--- config.mk ---
export PLATFORM = sky130hd
export DESIGN_NAME = hostirq_flag_reg
export DESIGN_NICKNAME = d
export VERILOG_FILES = /design/src/rtl/irqf_pkg.sv /design/src/rtl/irqf_pending.sv /design/src/rtl/irqf_gate.sv /design/src/rtl/irqf_flags.sv /design/src/rtl/hostirq_flag_reg.sv
export SDC_FILE = /design/constraint.sdc
export NUM_CORES = 1
export LEC_CHECK = 0
export BUFFER_PORTS_ARGS = -buffer_cell sky130_fd_sc_hd__clkbuf_2
export CORE_AREA = 8 8 45 47
export DETAILED_ROUTE_END_ITERATION = 12
export DIE_AREA = 0 0 53 55
export GPL_TIMING_DRIVEN = 0
export PLACE_DENSITY_LB_ADDON = 0.1
export REMOVE_ABC_BUFFERS = 1
export SLEW_MARGIN = 10
export SYNTH_ARGS = -nofsm -noshare
export SYNTH_HDL_FRONTEND = slang
export SYNTH_SLANG_ARGS = --single-unit
--- constraint.sdc ---
create_clock -name clk -period 1.5 [get_ports clk]
set_input_delay 0.075 -clock clk [delete_from_list [all_inputs] [get_ports clk]]
set_output_delay 0.075 -clock clk [all_outputs]
set_load 0.05 [all_outputs]
--- src/rtl/irqf_pkg.sv ---
package irqf_pkg;
  localparam int CAUSE_N       = 4;
  localparam int BIT_MBX_FULL  = 0;
  localparam int BIT_MBX_AVAIL = 1;
  localparam int BIT_CMD_DONE  = 2;
  localparam int BIT_SCSI_RST  = 3;

  typedef logic [CAUSE_N-1:0] cause_t;

  // adapter-class causes sit in bits 3..2
  function automatic logic adapter_active(cause_t v);
    return v[BIT_CMD_DONE] | v[BIT_SCSI_RST];
  endfunction

  function automatic logic mailbox_active(cause_t v);
    return v[BIT_MBX_FULL] | v[BIT_MBX_AVAIL];
  endfunction

  // which pending causes move into the visible register this edge
  function automatic cause_t select_take(cause_t pend, cause_t shown,
                                         logic dfull, logic clr_req);
    cause_t t;
    logic   adp_ok;
    logic   adp_go;
    logic   mbx_ok;
    adp_ok = (shown == '0) && !dfull && !clr_req;
    adp_go = adp_ok && adapter_active(pend);
    mbx_ok = !adapter_active(shown) && !clr_req && !adp_go;
    t = '0;
    t[BIT_CMD_DONE]  = pend[BIT_CMD_DONE]  & adp_ok;
    t[BIT_SCSI_RST]  = pend[BIT_SCSI_RST]  & adp_ok;
    t[BIT_MBX_FULL]  = pend[BIT_MBX_FULL]  & mbx_ok;
    t[BIT_MBX_AVAIL] = pend[BIT_MBX_AVAIL] & mbx_ok;
    return t;
  endfunction

  // read word: summary on top, causes at bottom, the rest zero
  function automatic logic [7:0] read_word(cause_t shown);
    logic [7:0] w;
    w = '0;
    w[CAUSE_N-1:0] = shown;
    w[7] = |shown;
    return w;
  endfunction
endpackage

--- src/rtl/irqf_pending.sv ---
module irqf_pending #(
  parameter int N = 4
) (
  input  logic         clk,
  input  logic         rst_n,
  input  logic         clr_all,
  input  logic [N-1:0] set_req,
  input  logic [N-1:0] take,
  input  logic [N-1:0] keep_mask,
  output logic [N-1:0] pend
);
  for (genvar i = 0; i < N; i++) begin : g_latch
    always_ff @(posedge clk or negedge rst_n) begin
      if (!rst_n)               pend[i] <= 1'b0;
      else if (clr_all)         pend[i] <= 1'b0;
      else if (set_req[i])      pend[i] <= 1'b1;
      else if (take[i] || !keep_mask[i]) pend[i] <= 1'b0;
    end

    // an accepted strobe always lands in its latch
    assert_strobe_kept_R9: assert property (@(posedge clk) disable iff (!rst_n)
      (set_req[i] && !clr_all) |=> pend[i]);

    // a cause whose enable is low is dropped
    assert_disabled_dropped_R8: assert property (@(posedge clk) disable iff (!rst_n)
      (!keep_mask[i] && !set_req[i]) |=> !pend[i]);
  end
endmodule

--- src/rtl/irqf_gate.sv ---
module irqf_gate
  import irqf_pkg::*;
(
  input  cause_t pend,
  input  cause_t shown,
  input  logic   data_full,
  input  logic   host_clr,
  output cause_t take
);
  always_comb take = select_take(pend, shown, data_full, host_clr);
endmodule

--- src/rtl/irqf_flags.sv ---
module irqf_flags
  import irqf_pkg::*;
#(
  parameter int DATA_W = 8
) (
  input  logic              clk,
  input  logic              rst_n,
  input  logic              clr_all,
  input  logic              host_clr,
  input  logic              data_full,
  input  cause_t            take,
  output cause_t            shown,
  output logic              any_irq,
  output logic              irq,
  output logic [DATA_W-1:0] rd_data
);
  localparam int SUM_BIT = DATA_W - 1;

  logic adp_shown;
  assign adp_shown = adapter_active(shown);
  assign any_irq   = |shown;

  always_ff @(posedge clk or negedge rst_n) begin
    if (!rst_n)        shown <= '0;
    else if (clr_all)  shown <= '0;
    else if (host_clr) shown <= '0;
    else               shown <= shown | take;
  end

  always_ff @(posedge clk or negedge rst_n) begin
    if (!rst_n)       irq <= 1'b0;
    else if (clr_all) irq <= 1'b0;
    else              irq <= any_irq;
  end

  always_comb begin
    rd_data = '0;
    rd_data[CAUSE_N-1:0] = shown;
    rd_data[SUM_BIT] = any_irq;
  end

  // the line trails the summary by one edge
  assert_irq_trails_R3: assert property (@(posedge clk) disable iff (!rst_n)
    !clr_all |=> irq == $past(any_irq));

  // mailbox bits frozen while an adapter cause is on show
  assert_mbx_frozen_R4: assert property (@(posedge clk) disable iff (!rst_n)
    (adp_shown && !host_clr && !clr_all) |=>
      shown[BIT_MBX_AVAIL:BIT_MBX_FULL] == $past(shown[BIT_MBX_AVAIL:BIT_MBX_FULL]));

  // adapter cause appears only from an empty register with data_full low
  assert_adapter_entry_R5: assert property (@(posedge clk) disable iff (!rst_n)
    (|(shown[BIT_SCSI_RST:BIT_CMD_DONE] & ~$past(shown[BIT_SCSI_RST:BIT_CMD_DONE]))) |->
      ($past(shown) == '0 && !$past(data_full)));

  // host clear leaves nothing visible
  assert_host_clear_R6: assert property (@(posedge clk) disable iff (!rst_n)
    host_clr |=> shown == '0);

  // synchronous resets drop flags and line
  assert_sync_reset_R7: assert property (@(posedge clk) disable iff (!rst_n)
    clr_all |=> (shown == '0 && !irq));
endmodule

--- src/rtl/hostirq_flag_reg.sv ---
module hostirq_flag_reg
  import irqf_pkg::*;
#(
  parameter int DATA_W = 8
) (
  input  logic              clk,
  input  logic              rst_n,
  input  logic              hard_rst,
  input  logic              soft_rst,
  input  logic              host_irq_rst,
  input  logic              data_full,
  input  logic              mbx_avail_en,
  input  logic              ev_mbx_full,
  input  logic              ev_mbx_avail,
  input  logic              ev_cmd_done,
  input  logic              ev_scsi_rst,
  output logic [DATA_W-1:0] rd_data,
  output logic              irq
);
  logic   clr_all;
  cause_t set_req;
  cause_t keep_mask;
  cause_t pend;
  cause_t take;
  cause_t shown;
  logic   any_irq;

  assign clr_all = hard_rst | soft_rst;

  always_comb begin
    keep_mask = '1;
    keep_mask[BIT_MBX_AVAIL] = mbx_avail_en;
    set_req = '0;
    set_req[BIT_MBX_FULL]  = ev_mbx_full;
    set_req[BIT_MBX_AVAIL] = ev_mbx_avail & mbx_avail_en;
    set_req[BIT_CMD_DONE]  = ev_cmd_done;
    set_req[BIT_SCSI_RST]  = ev_scsi_rst;
  end

  irqf_pending #(.N(CAUSE_N)) u_pending (
    .clk       (clk),
    .rst_n     (rst_n),
    .clr_all   (clr_all),
    .set_req   (set_req),
    .take      (take),
    .keep_mask (keep_mask),
    .pend      (pend)
  );

  irqf_gate u_gate (
    .pend      (pend),
    .shown     (shown),
    .data_full (data_full),
    .host_clr  (host_irq_rst),
    .take      (take)
  );

  irqf_flags #(.DATA_W(DATA_W)) u_flags (
    .clk       (clk),
    .rst_n     (rst_n),
    .clr_all   (clr_all),
    .host_clr  (host_irq_rst),
    .data_full (data_full),
    .take      (take),
    .shown     (shown),
    .any_irq   (any_irq),
    .irq       (irq),
    .rd_data   (rd_data)
  );

  // a host clear does not drop anything still waiting
  assert_pending_survives_R6: assert property (@(posedge clk) disable iff (!rst_n)
    (host_irq_rst && !clr_all) |=> ((pend & $past(pend & keep_mask)) == $past(pend & keep_mask)));

  // synchronous resets empty the pending latches
  assert_pending_reset_R7: assert property (@(posedge clk) disable iff (!rst_n)
    clr_all |=> pend == '0);

  // summary bit agrees with the visible causes on every read
  assert_summary_R1: assert property (@(posedge clk) disable iff (!rst_n)
    rd_data[DATA_W-1] == (shown != '0));
endmodule

# Word level (Yosys, flattened, before mapping)
# Index checks and enable logic that the tools add are counted.
[word_totals]
out_inout_bits = 9
in_bits = 11
ff_bits = 9
elab_cells = 47
[op_classes]
reduce_logical = 17
mux = 15
bitwise = 9
[ops]
columns = ["cell", "n"]
rows = [
  ["1-bit 2-to-1 mux", 13],
  ["3-bit nonzero test", 4],
  ["4-bit 2-to-1 mux", 2],
  ["1-bit bitwise AND", 5],
  ["1-bit logical AND", 5],
  ["1-bit zero test", 5],
  ["4-bit zero test", 1],
  ["4-bit OR", 1],
  ["4-bit OR reduction", 1],
  ["1-bit OR", 3],
  ["1-bit logical OR", 1],
]

# Logic depth before layout (Yosys ltp)
# Gate-level depths: netlist (run 1).
[depth]
depth_word = 11
ltp_mapped = 3
depth_no_buf = 3

# By module
# A second synthesis (run 1) with hierarchy kept.
[unflattened]
hier_cells = 49
hier_area_um2 = 488.0
[by_module_without_submodules]
columns = ["mod", "area_per_inst_um2", "cells_each", "n_inst", "seq_area_each_um2"]
rows = [
  ["irqf_flags", 247.7, 21, 1, 125.1],
  ["irqf_pending", 165.2, 16, 1, 100.1],
  ["irqf_gate", 58.8, 9, 1, 0.0],
  ["hostirq_flag_reg", 16.3, 3, 1, 0.0],
]

# Least setup slack after synthesis (run 1)
# No wires, ideal clock.
[synth_path]
path_type = "register to output"
startpoint = "register u_flags.shown[2]"
endpoint = "output port rd_data[7]"
path_stages_with_launch = 4
arrival_time_ns = 1.271
slack_ns = 0.154
path_cell_list = "dfrtp_1 > nor4_4 > inv_1 > buf_4"
[synth_via]
elab_chain_cells = 1
[synth_rtl]
columns = ["element", "line_no", "rtl"]
rows = [
  ["start, declared", "irqf_flags.sv:12", "output cause_t shown,"],
  ["start signal, assigned", "irqf_flags.sv:27", "else shown <= shown | take;"],
  ["4-bit OR reduction", "irqf_flags.sv:21", "assign any_irq = |shown;"],
  ["end, declared", "hostirq_flag_reg.sv:17", "output logic [DATA_W-1:0] rd_data,"],
]
# No other way between the ends.

# Worst setup path in the final report (run 1)
[layout_path]
startpoint = "register u_flags.shown[3]"
endpoint = "output port rd_data[7]"
# Same word-level chain as after synthesis.

==> key figures, run 1 <==
Run status
  – Run status: complete, no violations

GRT
  – GRT overflow: 0
  – Vias in the first global route: 381
  – Global Route Usage Sum: 0.0782
  – Largest net degree at the start of global routing: 10
  – Initial antenna violation count: 0
  – First-pass GRT wire length: roughly 1.7 mm

Routing
  – DRC Markers: 0
  – 1st-pass router iterations: 2
  – Final WL: ~1.1 mm
  – Routed Antenna Nets: 0
  – Via count: a little over 400
  – Routed len/inst: 13.2 um
  – Drt via density: 4.88
  – DR iter-0 viols: 4

CTS
  – CTS sink cnt: 9
  – TritonCTS buffer count: 3
  – Htree depth: 1
  – Clock slew seen by the registers of the worst setup and hold paths: roughly 0.060 ns
  – Skew-Pair Late Insertion Delay: between 0.2 and 0.3 ns
  – Clock root buffer: clkbuf_4
  – CTS Buffer Depth: 2
  – CTS tree: done

Power
  – Worst vdd ir: between 0.0003 and 0.0004 V
  – Leak pwr: about 0.29 nW
  – Tot Pwr: 0.518 mW
  – P per Cell Area: 882 mW/mm^2

Floorplan
  – Die width: 53 um
  – Initial Util: 0.322
  – FP Rows: 14
  – Die H: 55 um
  – Core Box Area: roughly 0.0014 sq mm
  – Io pins: 20
  – Die ar.: slightly below 0.003 sq mm

STA
  – Clock period minus worst slack: 1.38 ns
  – Fin. Hold Viols: 0
  – RSZ-0062 raised after global routing: no
  – Final Cycle Share: 0.922
  – Setup violators final: 0
  – Setup TNS Final: 0 ns
  – FMAX: 0.723 GHz
  – Clock Skews: 0.00182 ns
  – Slew Viols, Final: 0

Logic synthesis
  – Register area share after synthesis: 0.506
  – Post-Syn Area: 445 sq um
  – Syn Inst Count: 46
  – Ranking of synthesized cells by area: dfrtp_1 51%, o21ai_0 6.7%, buf_4 6.7%
  – Register bit total from synthesis: 9
  – Post-synth top area cell: dfrtp_1
  – Yosys top cell area share: 0.506
  – Synth unique cells: 15
  – Synthesis warning total: 0
  – Avg Cell Area, Syn: approximately 9.7 sq um

Placement
  – # port buffers: 16
  – Gpl congestion: 0.708
  – Post-DP HPWL: 851 um

Worst setup path
  – Worst path arrival time: 1.31 ns
  – Max incr delay on CP: 0.44 ns
  – CP endpoint kind: output port
  – CP cell instances: nor4_4 > inv_1 > clkbuf_2
  – WP data required: 1.42 ns
  – Critical Path Start Type: register
  – CP max-delay cell: dfrtp_1
  – Critical R2R Launch: u_flags.shown[3]
  – Worst setup path start: u_flags.shown[3]
  – Maximum fanout along the worst path: 4
  – Crit Path Class: reg2out

Finish
  – Layout Area Growth over Synthesis: 31.7%
  – Antenna cells: 0
  – Most frequent cells in the layout: 16 x clkbuf_2, 9 x dfrtp_1, 6 x o21ai_0, 5 x nor2_1, 5 x nor3_1
  – Share of layout cells above drive strength 1: 0.309
  – Commonest non-fill, non-tap cell in the layout: clkbuf_2
  – Final net count: 80

Hold path
  – Worst hold start: mbx_avail_en
  – HP Class: in2reg

Run
  – Max-cap viol count: 0
## sequential cells by signal, summed over array words and instances, names as in the netlist
register / cells
u_flags.irq: 1
u_flags.shown: 4
u_pending.pend: 4
## metal layers
metal | part of all wire | track usage | vias to the layer above
met2 | 0.47 | 0.113 | 13
met1 | 0.40 | 0.0885 | 185
li1 | - | - | 208
met3 | 0.11 | 0.0481 | 4
met4 | 0.016 | 0.0388 | 0
met5 | 0 | 0 | -
## layout make-up
type                       instances  area (sq um)
clock buffer                       4          26.3
fill                             149           797
inverter                           1          3.75
multi-input combinational         34           194
sequential                         9           225
tap                               16          20.0
timing repair buffer              20           118
## Yosys cell counts, drive strengths merged
master,n
o211ai,1
a21oi,2
nor2,5
o21ai,6
conb,1
dfrtp,9
nand4b,2
o21a,1
a31oi,4
nand2,2
nor4,1
inv,1
nor3,5
nor2b,2
buf,4
## worst paths after layout
kind,slack [ns],cells past startpoint,end
worst max-delay path,0.12,3,rd_data[7]
worst min-delay path,0.06,3,u_pending.pend[1]
worst max register to register,0.32,4,u_flags.shown[2]
worst min register to register,0.56,2,u_flags.shown[0]
max in group asynchronous,1.12,2,u_pending.pend[0]
min in group asynchronous,0.19,2,u_flags.shown[3]
## where the power goes
part / internal, mW / switching, mW / total, mW
Clock: 0.103 / 0.0873 / 0.190
Sequential: 0.248 / 0.00451 / 0.252
Combinational: 0.0256 / 0.0495 / 0.0751
Total: 0.376 / 0.141 / 0.518
## through the flow
step	instances	hold WS [ns]	instance area [sq um]	setup slack, ns	utilization
after floorplan	44	-0.221	423	0.117	-
after CTS	84	0.0645	587	0.108	0.424
after detailed placement	76	-0.0526	523	0.217	0.378
final	84	0.0573	587	0.117	0.424
after global placement	76	-0.0535	523	0.217	0.378
after global routing	84	0.0756	587	0.0396	0.424
## kinds of logic (layout without fill, tap and decap cells)
group                  after synthesis  in the layout  share of synthesized area
DFF                                  9              9                      0.506
other                                1              3                    0.00842
AOI/OAI and AO/OA                   14             14                      0.180
and+or+nand+nor                     17             17                      0.230
buffers and inverters                5             25                     0.0758
## critical path: cells and delay by family (launching register included)
family                 cells  cell delay (ns)
and+or+nand+nor            1             0.31
buffers and inverters      2             0.30
DFF                        1             0.44
## repair_timing
action | CTS | global route
hold buffers | 3 | 0
setup endpoints to repair | 1 | 0
buffers inserted | 1 | 0
endpoints found under the hold margin | 10 | 0
gates resized for setup | 0 | 0
(Power assumes the default switching activity.)
==> run 2, diff against run 1 <==
- CTS_BUF_LIST: unset -> sky130_fd_sc_hd__clkbuf_8
==> key figures, run 2 (synthesized netlist as in run 1, its figures left out) <==
Run status
  – Run status: complete, no violations

Worst setup path
  – Maximum fanout along the worst path: 4 (unchanged)
  – CP endpoint kind: output port
  – Worst r2r path cells: 4 (unchanged)
  – Critical R2R Launch: u_flags.shown[3]
  – Worst path arrival time: 1.27 ns (-0.04 ns)
  – R2R Path End: u_flags.shown[3]
  – Crit Path Class: reg2out
  – WP data required: 1.42 ns (about the same)
  – Critical Path Start Type: register
  – R2R Setup Slk: 0.32 ns (about the same)

Floorplan
  – Die H: 55 um (unchanged)
  – Initial Util: 0.322 (unchanged)
  – FP Rows: 14 (unchanged)
  – Core Box Area: 0.00138 sq mm (unchanged)
  – Die ar.: 0.00292 sq mm (unchanged)
  – Io pins: 20 (unchanged)
  – Die width: 53 um (unchanged)

STA
  – Clock Skews: 0.00112 ns (-0.000696 ns)
  – Slew Viols, Final: 0 (unchanged)
  – RSZ-0062 raised after global routing: no
  – Setup TNS Final: 0 ns (unchanged)
  – Clock period minus worst slack: 1.34 ns (-0.0419 ns)
  – Final Cycle Share: 0.894 (-0.0279)
  – FMAX: 0.745 GHz (+3.1%)
  – Fin. Hold Viols: 0 (unchanged)
  – Setup violators final: 0 (unchanged)

Routing
  – Routed len/inst: 13.2 um (+0.31%)
  – Final WL: 1.09 mm (-2.1%)
  – Max Used Layer: met3
  – 1st-pass router iterations: 4 (+2)
  – Via count: 396 (-3.4%)
  – Routed Antenna Nets: 0 (unchanged)
  – DR iter-0 viols: 4 (unchanged)
  – Met3 Wirelength: 122 um (+1.7%)
  – DRC Markers: 0 (unchanged)
  – Routed wl met2: 523 um (-0.19%)
  – M1 WL: 440 um (-1.3%)
  – Drt via density: 4.83 (-1.1%)

Placement
  – Gpl congestion: 0.708 (unchanged)
  – DP Cell Count: 76 (unchanged)
  – # port buffers: 16 (unchanged)
  – Post-DP HPWL: 851 um (unchanged)

GRT
  – First-pass GRT wire length: 1.67 mm (-0.42%)
  – Largest net degree at the start of global routing: 10 (unchanged)
  – Global Route Usage Sum: 0.0782 (unchanged)
  – Vias in the first global route: 371 (-2.6%)
  – GRT overflow: 0 (unchanged)
  – Initial antenna violation count: 0 (unchanged)

Power
  – Worst vdd ir: 0.000426 V (+17%)
  – P per Cell Area: 1010 mW/mm^2 (+15%)
  – Leak pwr: 0.294 nW (+1.2%)

CTS
  – CTS Buffer Depth: 2 (unchanged)
  – CTS tree: done
  – Clock root buffer: clkbuf_8
  – Clock slew seen by the registers of the worst setup and hold paths: 0.04 ns (-0.02 ns)
  – Htree depth: 1 (unchanged)
  – CTS sink cnt: 9 (unchanged)
  – CTS resizes: 0 (unchanged)
  – Skew-Pair Late Insertion Delay: 0.23 ns (-0.03 ns)
  – TritonCTS buffer count: 3 (unchanged)

Run
  – Max-cap viol count: 0 (unchanged)

Hold path
  – Worst hold start: soft_rst
  – WHS Endpoint: u_flags.irq
  – HP Class: in2reg
  – Hold depth: 2 (-1)

Finish
  – Fin cells: 82 (-2.4%)
  – Final Util: 0.423 (-0.000905)
  – Antenna cells: 0 (unchanged)
  – Most frequent cells in the layout: 16 x clkbuf_2, 9 x dfrtp_1, 6 x o21ai_0, 5 x nor2_1, 5 x nor3_1
  – Final net count: 78 (-2.5%)
  – Commonest non-fill, non-tap cell in the layout: clkbuf_2
  – Layout Area Growth over Synthesis: 31.5%
  – Share of layout cells above drive strength 1: 0.318 (+0.00936)
  – Largest regs: u_flags.shown x4, u_pending.pend x4, u_flags.irq x1
[run 2: changes by cell type in the layout (fill, tap and decap cells not counted), sizes merged]
| cell | delta |
|---|---|
| dlygate4sd3 | -2 |
| inv | +1 |
| clkbuf | -1 |
[run 2: power breakdown]
part / internal (mW) / switching [mW] / total (mW) / leakage [nW]
clock network: 0.178 / 0.0893 / 0.267 / 0.0269
registers: 0.249 / 0.00473 / 0.254 / 0.124
logic: 0.0223 / 0.0488 / 0.0711 / 0.143
[run 2: critical path: stages (launching register included)]
cell	delay [ns]
dfrtp_1	0.43
nor4_4	0.31
inv_1	0.06
clkbuf_2	0.24
[run 2: final cells by class]
cell class,instances,area (sq um)
Tap cell,16,20.0
Multi-Input combinational cell,34,194
Sequential cell,9,225
Clock inverter,1,3.75
Inverter,1,3.75
Clock buffer,3,41.3
Fill cell,144,798
Timing Repair Buffer,18,97.6
[run 2: what timing repair did]
item                                    4_1_cts  5_1_grt
endpoints found under the setup margin        1        0
hold buffers                                  1        0
endpoints found under the hold margin         9        0
setup buffers                                 1        0
[run 2: worst max-delay path by stage]
| stage | start | endpoint | slack [ns] | cells after the start |
|---|---|---|---|---|
| 2_1_floorplan | u_flags.shown[2] | rd_data[7] | 0.12 | 2 |
| 4_1_cts | u_flags.shown[3] | rd_data[7] | 0.15 | 3 |
| 6_report | u_flags.shown[3] | rd_data[7] | 0.16 | 3 |
| 3_3_place_gp | u_flags.shown[2] | rd_data[7] | 0.22 | 3 |
| 5_1_grt | u_flags.shown[3] | rd_data[7] | 0.08 | 3 |
| 3_5_place_dp | u_flags.shown[2] | rd_data[7] | 0.22 | 3 |
[run 2: metal layers]
layer,up-vias,track usage
met4,0,0.0388
met3,0,0.0481
met1,179,0.0885
met5,-,0
li1,201,-
met2,16,0.113
[run 2: through the flow]
step | instance area (sq um) | power [mW] | worst slack [ns] | hold WS [ns]
6_report | 586 | 0.592 | 0.158 | 0.0361
5_1_grt | 586 | 0.625 | 0.0807 | 0.0441
4_1_cts | 586 | 0.603 | 0.145 | 0.0283
3_5_place_dp | 523 | 0.325 | 0.217 | -0.0526
3_3_place_gp | 523 | 0.325 | 0.217 | -0.0535
2_1_floorplan | 423 | 0.295 | 0.117 | -0.221
==> run 3, diff against run 2 <==
- REMOVE_ABC_BUFFERS: 1 -> unset
- SLEW_MARGIN: 10 -> 30
==> key figures, run 3 (synthesized netlist as in run 1, its figures left out) <==
Power
  – Worst vdd ir: 0.000989 V (+130%)
  – Leak pwr: 0.315 nW (+7.2%)
  – P per Cell Area: 958 mW/mm^2 (-5.1%)

STA
  – Clock Skews: 0.000414 ns (-0.000707 ns)
  – Slew Viols, Final: 0 (unchanged)
  – Clock period minus worst slack: 1.42 ns (+0.0740 ns)
  – Final Cycle Share: 0.944 (+0.0494)
  – RSZ-0062 raised after global routing: no
  – Setup TNS Final: 0 ns (unchanged)
  – Fin. Hold Viols: 0 (unchanged)
  – FMAX: 0.706 GHz (-5.2%)
  – Final WS setup: 0.0844 ns (-0.0740 ns)
  – Setup violators final: 0 (unchanged)

Hold path
  – Hold depth: 2 (unchanged)
  – HP Class: in2reg

Finish
  – Multi-input gate area: 194 sq um (unchanged)
  – Antenna cells: 0 (unchanged)
  – # fillers: 137 (-4.9%)
  – Share of layout cells above drive strength 1: 0.371 (+0.0532)
  – Commonest non-fill, non-tap cell in the layout: clkbuf_2
  – Layout Area Growth over Synthesis: 38.5%
  – Final net count: 82 (+5.1%)
  – Largest regs: u_flags.shown x4, u_pending.pend x4, u_flags.irq x1
  – Most frequent cells in the layout: 15 x clkbuf_2, 8 x dfrtp_1, 6 x o21ai_0
  – FF/Latch Area: 226 sq um (+0.56%)
  – Final Util: 0.446 (+0.0226)

Worst setup path
  – CP endpoint kind: output port
  – Worst path arrival time: 1.34 ns (+0.07 ns)
  – WP data required: 1.42 ns (about the same)
  – Worst r2r path cells: 4 (unchanged)
  – Critical Path Start Type: register
  – Maximum fanout along the worst path: 4 (unchanged)
  – Crit Path Class: reg2out

Floorplan
  – Io pins: 20 (unchanged)
  – Core Box Area: 0.00138 sq mm (unchanged)
  – Die H: 55 um (unchanged)
  – Die width: 53 um (unchanged)
  – FP Rows: 14 (unchanged)
  – Die ar.: 0.00292 sq mm (unchanged)
  – Initial Util: 0.322 (unchanged)

Routing
  – DRC Markers: 0 (unchanged)
  – Routed wl met2: 490 um (-6.3%)
  – Drt via density: 4.67 (-3.2%)
  – Routed Antenna Nets: 0 (unchanged)
  – M1 WL: 450 um (+2.3%)
  – Via count: 402 (+1.5%)
  – Met3 Wirelength: 107 um (-12%)
  – DR iter-0 viols: 2 (-2)
  – Routed len/inst: 12.2 um (-7.9%)
  – Max Used Layer: met3
  – 1st-pass router iterations: 4 (unchanged)
  – Final WL: 1.05 mm (-3.4%)

CTS
  – CTS tree: done
  – TritonCTS buffer count: 3 (unchanged)
  – CTS Buffer Depth: 2 (unchanged)
  – Clock root buffer: clkbuf_8
  – Skew-Pair Late Insertion Delay: 0.22 ns (about the same)
  – CTS sink cnt: 9 (unchanged)
  – Htree depth: 1 (unchanged)
  – Clock slew seen by the registers of the worst setup and hold paths: 0.04 ns (about the same)

Placement
  – # port buffers: 16 (unchanged)
  – Gpl congestion: 0.725 (+2.3%)
  – Post-DP HPWL: 838 um (-1.5%)
  – Pre-CTS setup slack: 0.101 ns (-0.116 ns)

GRT
  – Global Route Usage Sum: 0.0804 (+0.00220)
  – First-pass GRT wire length: 1.74 mm (+4.1%)
  – Vias in the first global route: 377 (+1.6%)
  – GRT overflow: 0 (unchanged)
  – Initial antenna violation count: 0 (unchanged)
  – Largest net degree at the start of global routing: 10 (unchanged)

Run
  – Max-cap viol count: 0 (unchanged)

Run status
  – Run status: complete, no violations
[run 3: report_power, final]
group / total [mW] / switching (mW) / leakage [nW] / internal, mW
Clock: 0.260 / 0.0826 / 0.0269 / 0.177
Combinational: 0.0780 / 0.0496 / 0.166 / 0.0284
Sequential: 0.254 / 0.00444 / 0.122 / 0.249
[run 3: cell type report]
| type | count | area share |
|---|---|---|
| Buffer | 4 | 0.0487 |
| Clock buffer | 3 | 0.0669 |
| Clock inverter | 1 | 0.00609 |
| Inverter | 1 | 0.00609 |
| Multi-Input combinational cell | 34 | 0.314 |
| Sequential cell | 9 | 0.367 |
| Tap cell | 16 | 0.0325 |
| Timing Repair Buffer | 18 | 0.158 |
[run 3: metal layers]
layer  vias to the layer above  global-route usage
met4                         0              0.0259
met3                         0              0.0481
li1                        210                   -
met2                        13               0.121
met1                       179              0.0932
met5                         -                   0
[run 3: worst paths after layout]
kind                                        start               end  slack (ns)
worst max-delay path             u_flags.shown[2]        rd_data[7]        0.08
worst min-delay path                     soft_rst       u_flags.irq        0.04
worst max register to register   u_flags.shown[2]  u_flags.shown[2]        0.33
worst min register to register  u_pending.pend[1]  u_flags.shown[1]        0.56
max in group asynchronous                   rst_n  u_flags.shown[2]        1.05
min in group asynchronous                   rst_n       u_flags.irq        0.24
[run 3: critical path, cell delays in order, from the launching register on]
cell     delay, ns
dfrtp_2       0.43
nor4_4        0.30
inv_1         0.06
buf_4         0.12
buf_2         0.20
[run 3: timing repair]
action,4_1_cts,5_1_grt
gates resized for setup,0,2
endpoints found under the hold margin,9,0
setup buffers,1,0
pin swaps,1,1
hold buffers,1,0
setup endpoints to repair,1,1
[run 3: metrics by stage]
| stage | cell area, sq um | power, mW | hold WS [ns] | cells |
|---|---|---|---|---|
| detailed placement | 553 | 0.332 | -0.0592 | 80 |
| global route | 617 | 0.626 | 0.0473 | 86 |
| finish | 617 | 0.591 | 0.0361 | 86 |
| floorplan | 453 | 0.303 | -0.221 | 48 |
| CTS | 616 | 0.601 | 0.0306 | 86 |
| global placement | 553 | 0.332 | -0.0548 | 80 |
